<file path="src/rtl/acc_alu_pkg.sv">
package acc_alu_pkg;
  typedef enum logic [3:0] {
    OP_ADD  = 4'd0,  OP_ADDC = 4'd1,  OP_SUBB = 4'd2,  OP_INC  = 4'd3,
    OP_DEC  = 4'd4,  OP_AND  = 4'd5,  OP_OR   = 4'd6,  OP_XOR  = 4'd7,
    OP_CPL  = 4'd8,  OP_CLR  = 4'd9,  OP_RL   = 4'd10, OP_RR   = 4'd11,
    OP_RLC  = 4'd12, OP_RRC  = 4'd13, OP_SWAP = 4'd14, OP_DA   = 4'd15
  } alu_op_e;

  typedef struct packed {
    logic cy;
    logic ac;
    logic ov;
  } flag_we_t;

  function automatic flag_we_t flag_enables(input alu_op_e op);
    flag_we_t w;
    w = '0;
    case (op)
      OP_ADD, OP_ADDC, OP_SUBB: w = '{cy: 1'b1, ac: 1'b1, ov: 1'b1};
      OP_RLC, OP_RRC, OP_DA:    w = '{cy: 1'b1, ac: 1'b0, ov: 1'b0};
      default:                  w = '0;
    endcase
    return w;
  endfunction

  function automatic logic is_arith(input alu_op_e op);
    return (op == OP_ADD) || (op == OP_ADDC) || (op == OP_SUBB) ||
           (op == OP_INC) || (op == OP_DEC) || (op == OP_DA);
  endfunction
endpackage

</file>
<file path="src/rtl/acc_alu_arith.sv">
module acc_alu_arith
  import acc_alu_pkg::*;
#(
  parameter int DATA_W = 8
) (
  input  alu_op_e           op,
  input  logic [DATA_W-1:0] a,
  input  logic [DATA_W-1:0] b,
  input  logic              cin,
  input  logic              acin,
  output logic [DATA_W-1:0] res,
  output logic              cy,
  output logic              ac,
  output logic              ov
);
  localparam int NIB = DATA_W / 2;
  localparam logic [NIB-1:0] DEC_MAX = NIB'(9);
  localparam logic [DATA_W:0] LO_FIX = (DATA_W+1)'(6);
  localparam logic [DATA_W:0] HI_FIX = (DATA_W+1)'(6) << NIB;

  logic              is_sub;
  logic              c0;
  logic [DATA_W-1:0] bb;
  logic [NIB:0]      lo_sum;
  logic [DATA_W-1:0] hi7_sum;
  logic [DATA_W:0]   full_sum;
  logic              c7, c8, c4;
  logic              lo_adj, hi_adj;
  logic [DATA_W:0]   da1, da2;

  always_comb begin
    is_sub   = (op == OP_SUBB);
    bb       = is_sub ? ~b : b;
    c0       = (op == OP_ADD) ? 1'b0 : (is_sub ? ~cin : cin);
    lo_sum   = {1'b0, a[NIB-1:0]} + {1'b0, bb[NIB-1:0]} + (NIB+1)'(c0);
    hi7_sum  = {1'b0, a[DATA_W-2:0]} + {1'b0, bb[DATA_W-2:0]} + DATA_W'(c0);
    full_sum = {1'b0, a} + {1'b0, bb} + (DATA_W+1)'(c0);
    c4       = lo_sum[NIB];
    c7       = hi7_sum[DATA_W-1];
    c8       = full_sum[DATA_W];

    lo_adj   = (a[NIB-1:0] > DEC_MAX) || acin;
    da1      = {1'b0, a} + (lo_adj ? LO_FIX : '0);
    hi_adj   = (da1[DATA_W-1:NIB] > DEC_MAX) || cin || da1[DATA_W];
    da2      = {1'b0, da1[DATA_W-1:0]} + (hi_adj ? HI_FIX : '0);

    res = full_sum[DATA_W-1:0];
    cy  = is_sub ? ~c8 : c8;
    ac  = is_sub ? ~c4 : c4;
    ov  = c7 ^ c8;
    case (op)
      OP_INC: res = a + DATA_W'(1);
      OP_DEC: res = a - DATA_W'(1);
      OP_DA: begin
        res = da2[DATA_W-1:0];
        cy  = cin | da1[DATA_W] | da2[DATA_W];
      end
      default: ;
    endcase
  end
endmodule

</file>
<file path="src/rtl/acc_alu_logic.sv">
module acc_alu_logic
  import acc_alu_pkg::*;
#(
  parameter int DATA_W = 8
) (
  input  alu_op_e           op,
  input  logic [DATA_W-1:0] a,
  input  logic [DATA_W-1:0] b,
  input  logic              cin,
  output logic [DATA_W-1:0] res,
  output logic              cy
);
  localparam int NIB = DATA_W / 2;

  always_comb begin
    cy  = cin;
    res = a;
    case (op)
      OP_AND:  res = a & b;
      OP_OR:   res = a | b;
      OP_XOR:  res = a ^ b;
      OP_CPL:  res = ~a;
      OP_CLR:  res = '0;
      OP_RL:   res = {a[DATA_W-2:0], a[DATA_W-1]};
      OP_RR:   res = {a[0], a[DATA_W-1:1]};
      OP_RLC: begin
        res = {a[DATA_W-2:0], cin};
        cy  = a[DATA_W-1];
      end
      OP_RRC: begin
        res = {cin, a[DATA_W-1:1]};
        cy  = a[0];
      end
      OP_SWAP: res = {a[NIB-1:0], a[DATA_W-1:NIB]};
      default: ;
    endcase
  end
endmodule

</file>
<file path="src/rtl/acc_alu.sv">
module acc_alu
  import acc_alu_pkg::*;
#(
  parameter int DATA_W = 8
) (
  input  logic              clk,
  input  logic              rst,
  input  logic              in_valid,
  input  logic [3:0]        op_sel,
  input  logic [DATA_W-1:0] acc_in,
  input  logic [DATA_W-1:0] opnd_in,
  input  logic              cy_in,
  input  logic              ac_in,
  output logic              res_valid,
  output logic [DATA_W-1:0] res_q,
  output logic              cy_q,
  output logic              ac_q,
  output logic              ov_q,
  output logic              cy_we,
  output logic              ac_we,
  output logic              ov_we
);
  alu_op_e           op;
  flag_we_t          we_c;
  logic [DATA_W-1:0] ar_res, lg_res, res_c;
  logic              ar_cy, ar_ac, ar_ov, lg_cy;
  logic              cy_c, ac_c, ov_c;

  assign op = alu_op_e'(op_sel);

  acc_alu_arith #(.DATA_W(DATA_W)) arith_i (
    .op(op), .a(acc_in), .b(opnd_in), .cin(cy_in), .acin(ac_in),
    .res(ar_res), .cy(ar_cy), .ac(ar_ac), .ov(ar_ov)
  );

  acc_alu_logic #(.DATA_W(DATA_W)) logic_i (
    .op(op), .a(acc_in), .b(opnd_in), .cin(cy_in),
    .res(lg_res), .cy(lg_cy)
  );

  always_comb begin
    we_c  = flag_enables(op);
    res_c = is_arith(op) ? ar_res : lg_res;
    if (!we_c.cy)           cy_c = cy_in;
    else if (is_arith(op))  cy_c = ar_cy;
    else                    cy_c = lg_cy;
    ac_c = we_c.ac ? ar_ac : ac_in;
    ov_c = we_c.ov ? ar_ov : 1'b0;
  end

  always_ff @(posedge clk) begin
    if (rst) begin
      res_valid <= 1'b0;
      res_q     <= '0;
      cy_q      <= 1'b0;
      ac_q      <= 1'b0;
      ov_q      <= 1'b0;
      cy_we     <= 1'b0;
      ac_we     <= 1'b0;
      ov_we     <= 1'b0;
    end else begin
      res_valid <= in_valid;
      cy_we     <= in_valid & we_c.cy;
      ac_we     <= in_valid & we_c.ac;
      ov_we     <= in_valid & we_c.ov;
      if (in_valid) begin
        res_q <= res_c;
        cy_q  <= cy_c;
        ac_q  <= ac_c;
        ov_q  <= ov_c;
      end
    end
  end
endmodule

</file>
<file path="config.mk">
export PLATFORM = sky130hd
export DESIGN_NAME = acc_alu
export DESIGN_NICKNAME = d
export VERILOG_FILES = /design/src/rtl/acc_alu_pkg.sv /design/src/rtl/acc_alu_arith.sv /design/src/rtl/acc_alu_logic.sv /design/src/rtl/acc_alu.sv
export SDC_FILE = /design/constraint.sdc
export NUM_CORES = 1
export LEC_CHECK = 0
export BUFFER_PORTS_ARGS = -buffer_cell sky130_fd_sc_hd__buf_4
export CELL_PAD_IN_SITES_DETAIL_PLACEMENT = 2
export CELL_PAD_IN_SITES_GLOBAL_PLACEMENT = 2
export CORE_MARGIN = 2
export CORE_UTILIZATION = 34
export DETAILED_ROUTE_END_ITERATION = 6
export PLACE_DENSITY_LB_ADDON = 0.1
export SYNTH_ARGS = -nofsm -noshare
export SYNTH_HDL_FRONTEND = slang
export SYNTH_SLANG_ARGS = --single-unit
</file>
<file path="constraint.sdc">
create_clock -name clk -period 3.55 [get_ports clk]
set_input_delay 0.1775 -clock clk [delete_from_list [all_inputs] [get_ports clk]]
set_output_delay 0.1775 -clock clk [all_outputs]
set_load 0.01 [all_outputs]
</file>
# After elaboration in Yosys (flattened, before gate mapping)
# Cells that the tools add are included.
[classes]
addsub = 10
order_cmp = 2
eq_ne = 15
muxes = 17
bitwise = 14
reduce_logical = 11
[op_table]
columns = ["op", "n"]
rows = [
  ["$pmux 8 s10", 1],
  ["$eq 4x4->1 const B", 8],
  ["$pmux 8 s3", 1],
  ["$add 8x9->9", 2],
  ["$eq 4x3->1 const B", 4],
  ["$mux 8", 2],
  ["$not 8->8", 2],
  ["$add 8x8->9", 1],
  ["$add 9x1->9", 1],
  ["$mux 1", 9],
  ["$add 7x7->8", 1],
  ["$add 8x1->8", 1],
  ["$add 8x1->8 const B", 1],
  ["$and 8x8->8", 1],
  ["$eq 4x2->1 const B", 2],
  ["$gt 4x4->1 const B", 2],
  ["$logic_or 1x1->1", 8],
  ["$or 8x8->8", 1],
  ["$sub 8x1->8 const B", 1],
  ["$xor 8x8->8", 1],
  ["$mux 7", 1],
  ["$pmux 3 s2", 1],
  ["$reduce_or 3->1", 2],
  ["$add 4x4->5", 1],
  ["other kinds (9)", 14],
]
[totals]
regBits = 15
input_bits = 25
output_inout_bits = 15
wordCells = 77

# Depth between registers and ports, before layout
[depth]
depth_word = 13
ltp_mapped = 16

# Hierarchy
# Synthesis repeated with hierarchy kept, for this count alone.
[hier_totals]
cells_unflattened = 387
hier_area_um2 = 2909.0
[modules_own_cells]
columns = ["module", "n_inst", "cells_each", "area_per_inst_um2", "seq_area_each_um2"]
rows = [
  ["acc_alu_arith", 1, 146, 1106.1, 0.0],
  ["acc_alu_logic", 1, 162, 1097.3, 0.0],
  ["acc_alu", 1, 79, 705.7, 280.3],
]

# Worst setup path before layout
# No wires, ideal clock.
[synth_path]
path_type = "input -> register"
startpoint = "input port acc_in[3]"
endpoint = "register res_q[7]"
setup_ps = 120
arrival_time_ps = 3042
required_time_ps = 3430
setup_slack_ps = 388
stages = 16
cell_sequence = "buf_2 > o21ai_0 > nand2b_1 > ha_1 > fa_1 > nand4_1 > o31ai_1 > a221o_1 > xnor2_1 > ha_1 > nand2b_1 > nor2_1 > o21a_1 > o21ai_0 > a31oi_1 > o31a_1"
[synth_between]
elab_chain_cells = 11
word_cells_on_any_way = 16
classes_between = "6 x add/sub; 2 x order compare; 5 x mux; 3 x reduce/logical"
[synth_rtl]
columns = ["item", "line_no", "source"]
rows = [
  ["start: declaration", "acc_alu.sv:10", "input logic [DATA_W-1:0] acc_in,"],
  ["$gt 4x4->1", "acc_alu_arith.sv:42", "lo_adj = (a[NIB-1:0] > DEC_MAX) || acin;"],
  ["$logic_or 1x1->1", "acc_alu_arith.sv:42", ""],
  ["$mux 3", "acc_alu_arith.sv:43", "da1 = {1'b0, a} + (lo_adj ? LO_FIX : '0);"],
  ["$add 8x9->9", "acc_alu_arith.sv:43", ""],
  ["$gt 4x4->1", "acc_alu_arith.sv:44", "hi_adj = (da1[DATA_W-1:NIB] > DEC_MAX) || cin || da1[DATA_W];"],
  ["$logic_or 1x1->1 (2 in a row)", "acc_alu_arith.sv:44", ""],
  ["$mux 7", "acc_alu_arith.sv:45", "da2 = {1'b0, da1[DATA_W-1:0]} + (hi_adj ? HI_FIX : '0);"],
  ["$add 8x9->9", "acc_alu_arith.sv:45", ""],
  ["$pmux 8 s3", "acc_alu_arith.sv:51", "case (op)"],
  ["$mux 8 *", "acc_alu.sv:43", "res_c = is_arith(op) ? ar_res : lg_res;"],
  ["end signal: assignment", "acc_alu.sv:67", "res_q <= res_c;"],
  ["end: declaration", "acc_alu.sv:15", "output logic [DATA_W-1:0] res_q,"],
]
# Every way passes the cells marked *; elsewhere a longest branch is shown, timed or not.
# A chain may end at the register's enable or synchronous reset.

# Worst setup path in the final report
[layout_path]
startpoint = "input port acc_in[2]"
endpoint = "register res_q[7]"
[layout_between]
elab_chain_cells = 11
word_cells_on_any_way = 15
classes_between = "6 x add/sub; 2 x order compare; 4 x mux; 3 x reduce/logical"
[layout_rtl]
columns = ["item", "line_no"]
rows = [
  ["$gt 4x4->1", "acc_alu_arith.sv:42"],
  ["$logic_or 1x1->1", "acc_alu_arith.sv:42"],
  ["$mux 3", "acc_alu_arith.sv:43"],
  ["$add 8x9->9", "acc_alu_arith.sv:43"],
  ["$gt 4x4->1", "acc_alu_arith.sv:44"],
  ["$logic_or 1x1->1 (2 in a row)", "acc_alu_arith.sv:44"],
  ["$mux 7", "acc_alu_arith.sv:45"],
  ["$add 8x9->9", "acc_alu_arith.sv:45"],
  ["$pmux 8 s3 *", "acc_alu_arith.sv:51"],
  ["$mux 8 *", "acc_alu.sv:43"],
]
# Marked as above.

==> flow_summary.toml <==
[die]
core_um2 = 8258
fp-row-count = 33
die-height_um = 96.48
dieArea_um2 = 9308
chipWidth_um = 96.48
ios = 40
start_util_pct = 35.21

[setup_path]
crit_fanout = 5
slowest_delay_ns = 0.41
path_class = "input pin to flip-flop"
r2r_setup_slack_ns = 2.69
cp_cell_sequence = "buf_4, o21ai_1, nand2b_1, ha_1, fa_2, and4_1, a21oi_1, a221o_1, ha_1, ha_1, nand2b_1, nor2_1, o21a_1, o21ai_0, a31oi_1, o31a_1"
arrival_ns = 3.36
start_kind = "input pin"
rr_endpoint = "cy_q"
cp-end-kind = "flip-flop"
required_ns = 3.70
crit_slowest_cell = "fa_2"
reg2reg_from = "cy_q"
path_common_cell = "ha_1"
r2r_cells = 2

[global_route]
grtUsageTotal_pct = 27.79
grt_pass1_vias = 3411
antenna_found_initial = 0
grt_pass1_wl_mm = 19.22
grt_start_max_net_pins = 27
overflow = 0

[flow_run]
cap_violations = 0

[sta]
period_needed_ns = 3.207
slew_headroom_pct = 51.94
max_freq_ghz = 0.3118
report.final.setup_viol = 0
rsz0062_at_grt = "false"
finClkSkew_ns = 0
hold_viol_final = 0
period_share_pct = 90.35
slew_viol_final = 0
worst_pin_slew_ns = 0.7195

[cts]
clockBufferDepth = 2
cts-root-buf = "clkbuf_8"
cts.sinks = 14
tritoncts = "built"
clk-insertion-delay-late_ns = 0.26
htree_levels = 1
clk_pin_slew_ns = 0.07
cts_hold_buf = 0
cts_made_buffers = 3

[synth]
netlist_area_um2 = 2908
synth_area_leader_cell = "ha_1"
syn_inst = 406
ys_seq_elements = 14
netlist_top_cells_area = "ha_1 14%, dfxtp_1 9.6%, o21ai_0 7.2%, xnor2_1 5.4%, a21oi_1 4.8%"
synth_top_cells_by_count = "42 x o21ai_0, 33 x ha_1, 30 x nand2_1"
synth_cell_types = 66
async_flop_share_pct = 0
synth_most_common_cell = "o21ai_0"
avgSynthCellArea_um2 = 7.162
ys_seq_area_share_pct = 9.639
syn-num-nets = 468
synth.top_cell.area_share_pct = 14.20
synthFlopType = "dfxtp_1"
synth_warnings = 0
synth_edf_count = 0

[detailed_routing]
vias = 3229
ant_nets = 0
first_pass_iters = 4
wl_mm = 12.40
drtIter0Drc = 212
drt_drc_violations_left = 0
wl_per_cell_um = 23.00
vias_per_cell = 5.991

[layout]
diodes = 0
drive_gt1_share_pct = 16.59
finalNetCount = 497
utilization_pct = 40.36
area_growth_pct = 14.63

[placed_design]
gp_congestion = 0.8668
portBuffers = 39
dp_hpwl_mm = 9.790

[status]
status = "complete, no violations"

[power_and_ir_drop]
p_total_mw = 0.8049
pwr_density_cell_nw_per_um2 = 241.5
leakagePower_nw = 1.399
vdd.ir_drop.worst_mv = 0.1383

[hold_path]
min_from = "rst"
hold_class = "input pin to flip-flop"
min_to = "res_q[1]"
hold_depth = 2
==> worst max-delay path: cells and delay by family <==
family	cells	cell delay [ns]
AO/OA/AOI/OAI	7	1.37
adder cells (fa/ha/maj)	4	1.11
AND/OR/NAND/NOR	4	0.59
buffers and inverters	1	0.11
==> layout by cell type (no fill, tap or decap), drive strengths merged, types with 8 or more instances in the layout <==
| cell type | count |
|---|---|
| a21oi | 29 |
| inv | 28 |
| a211oi | 8 |
| nor2b | 8 |
| buf | 52 |
| o21ai | 46 |
| xnor2 | 18 |
| nand3 | 14 |
| nor3 | 12 |
| ha | 33 |
| nand2 | 31 |
| dfxtp | 14 |
| nor2 | 27 |
| nand2b | 10 |
==> cells by family after synthesis <==
family,count (synthesis),share of synthesized area [%]
AO/OA/AOI/OAI,152,34.98
XOR/XNOR,23,6.928
adder cells (fa/ha/maj),37,16.95
buffers and inverters,57,9.036
flip-flops,14,9.639
multiplexers,5,1.807
AND/OR/NAND/NOR,118,20.65
==> final cells by class <==
type | instances | area [µm²]
Tap cell | 105 | 131.4
Multi-Input combinational cell | 335 | 2367
Timing Repair Buffer | 52 | 390.4
Fill cell | 1042 | 4925
Inverter | 29 | 108.9
Clock buffer | 4 | 55.05
Sequential cell | 14 | 280.3
==> worst max path at each step <==
stage / from / endpoint / slack, ns / depth (start not counted)
CTS: acc_in[2] / res_q[7] / 0.17 / 16
floorplan: acc_in[3] / res_q[7] / 0.39 / 16
global route: acc_in[2] / res_q[7] / 0.08 / 16
global placement: acc_in[2] / res_q[7] / 0.10 / 16
finish: acc_in[2] / res_q[7] / 0.34 / 16
detailed placement: acc_in[2] / res_q[7] / -0.11 / 16
==> what timing repair did <==
action | 4_1_cts | 5_1_grt
setup buffers | 0 | 0
setup endpoints to repair | 0 | 1
gates resized for setup | 0 | 2
==> registers in the layout, indices dropped and copies added (netlist names) <==
signal and flops:
res_q 8, ac_q 1, ac_we 1, cy_q 1, cy_we 1, ov_q 1
res_valid 1
==> power by group <==
part / total, mW / internal, mW / switching, mW
Sequential: 0.176 / 0.170 / 0.00666
Combinational: 0.457 / 0.181 / 0.275
Clock: 0.172 / 0.0988 / 0.0732
Total: 0.805 / 0.450 / 0.355
==> layer usage <==
| layer | track usage (%) | wire length (µm) |
|---|---|---|
| met4 | 8.333 | 293 |
| met2 | 47.22 | 5925 |
| met1 | 37.58 | 5667 |
| met5 | 0 | 0 |
| met3 | 2.017 | 512 |
==> through the flow <==
stage	setup slack [ns]	cell area, µm²	TNS [ns]	hold slack (ns)	cells
6_report	0.3425	3333	0	0.1670	539
5_1_grt	0.08461	3333	0	0.1759	539
4_1_cts	0.1682	3331	0	0.1642	539
3_5_place_dp	-0.1147	3276	-0.1147	0.4466	535
3_3_place_gp	0.1031	3276	0	0.4420	535
2_1_floorplan	0.3883	2908	0	0.3865	406
No activity file was read; power rests on OpenSTA's default activity.
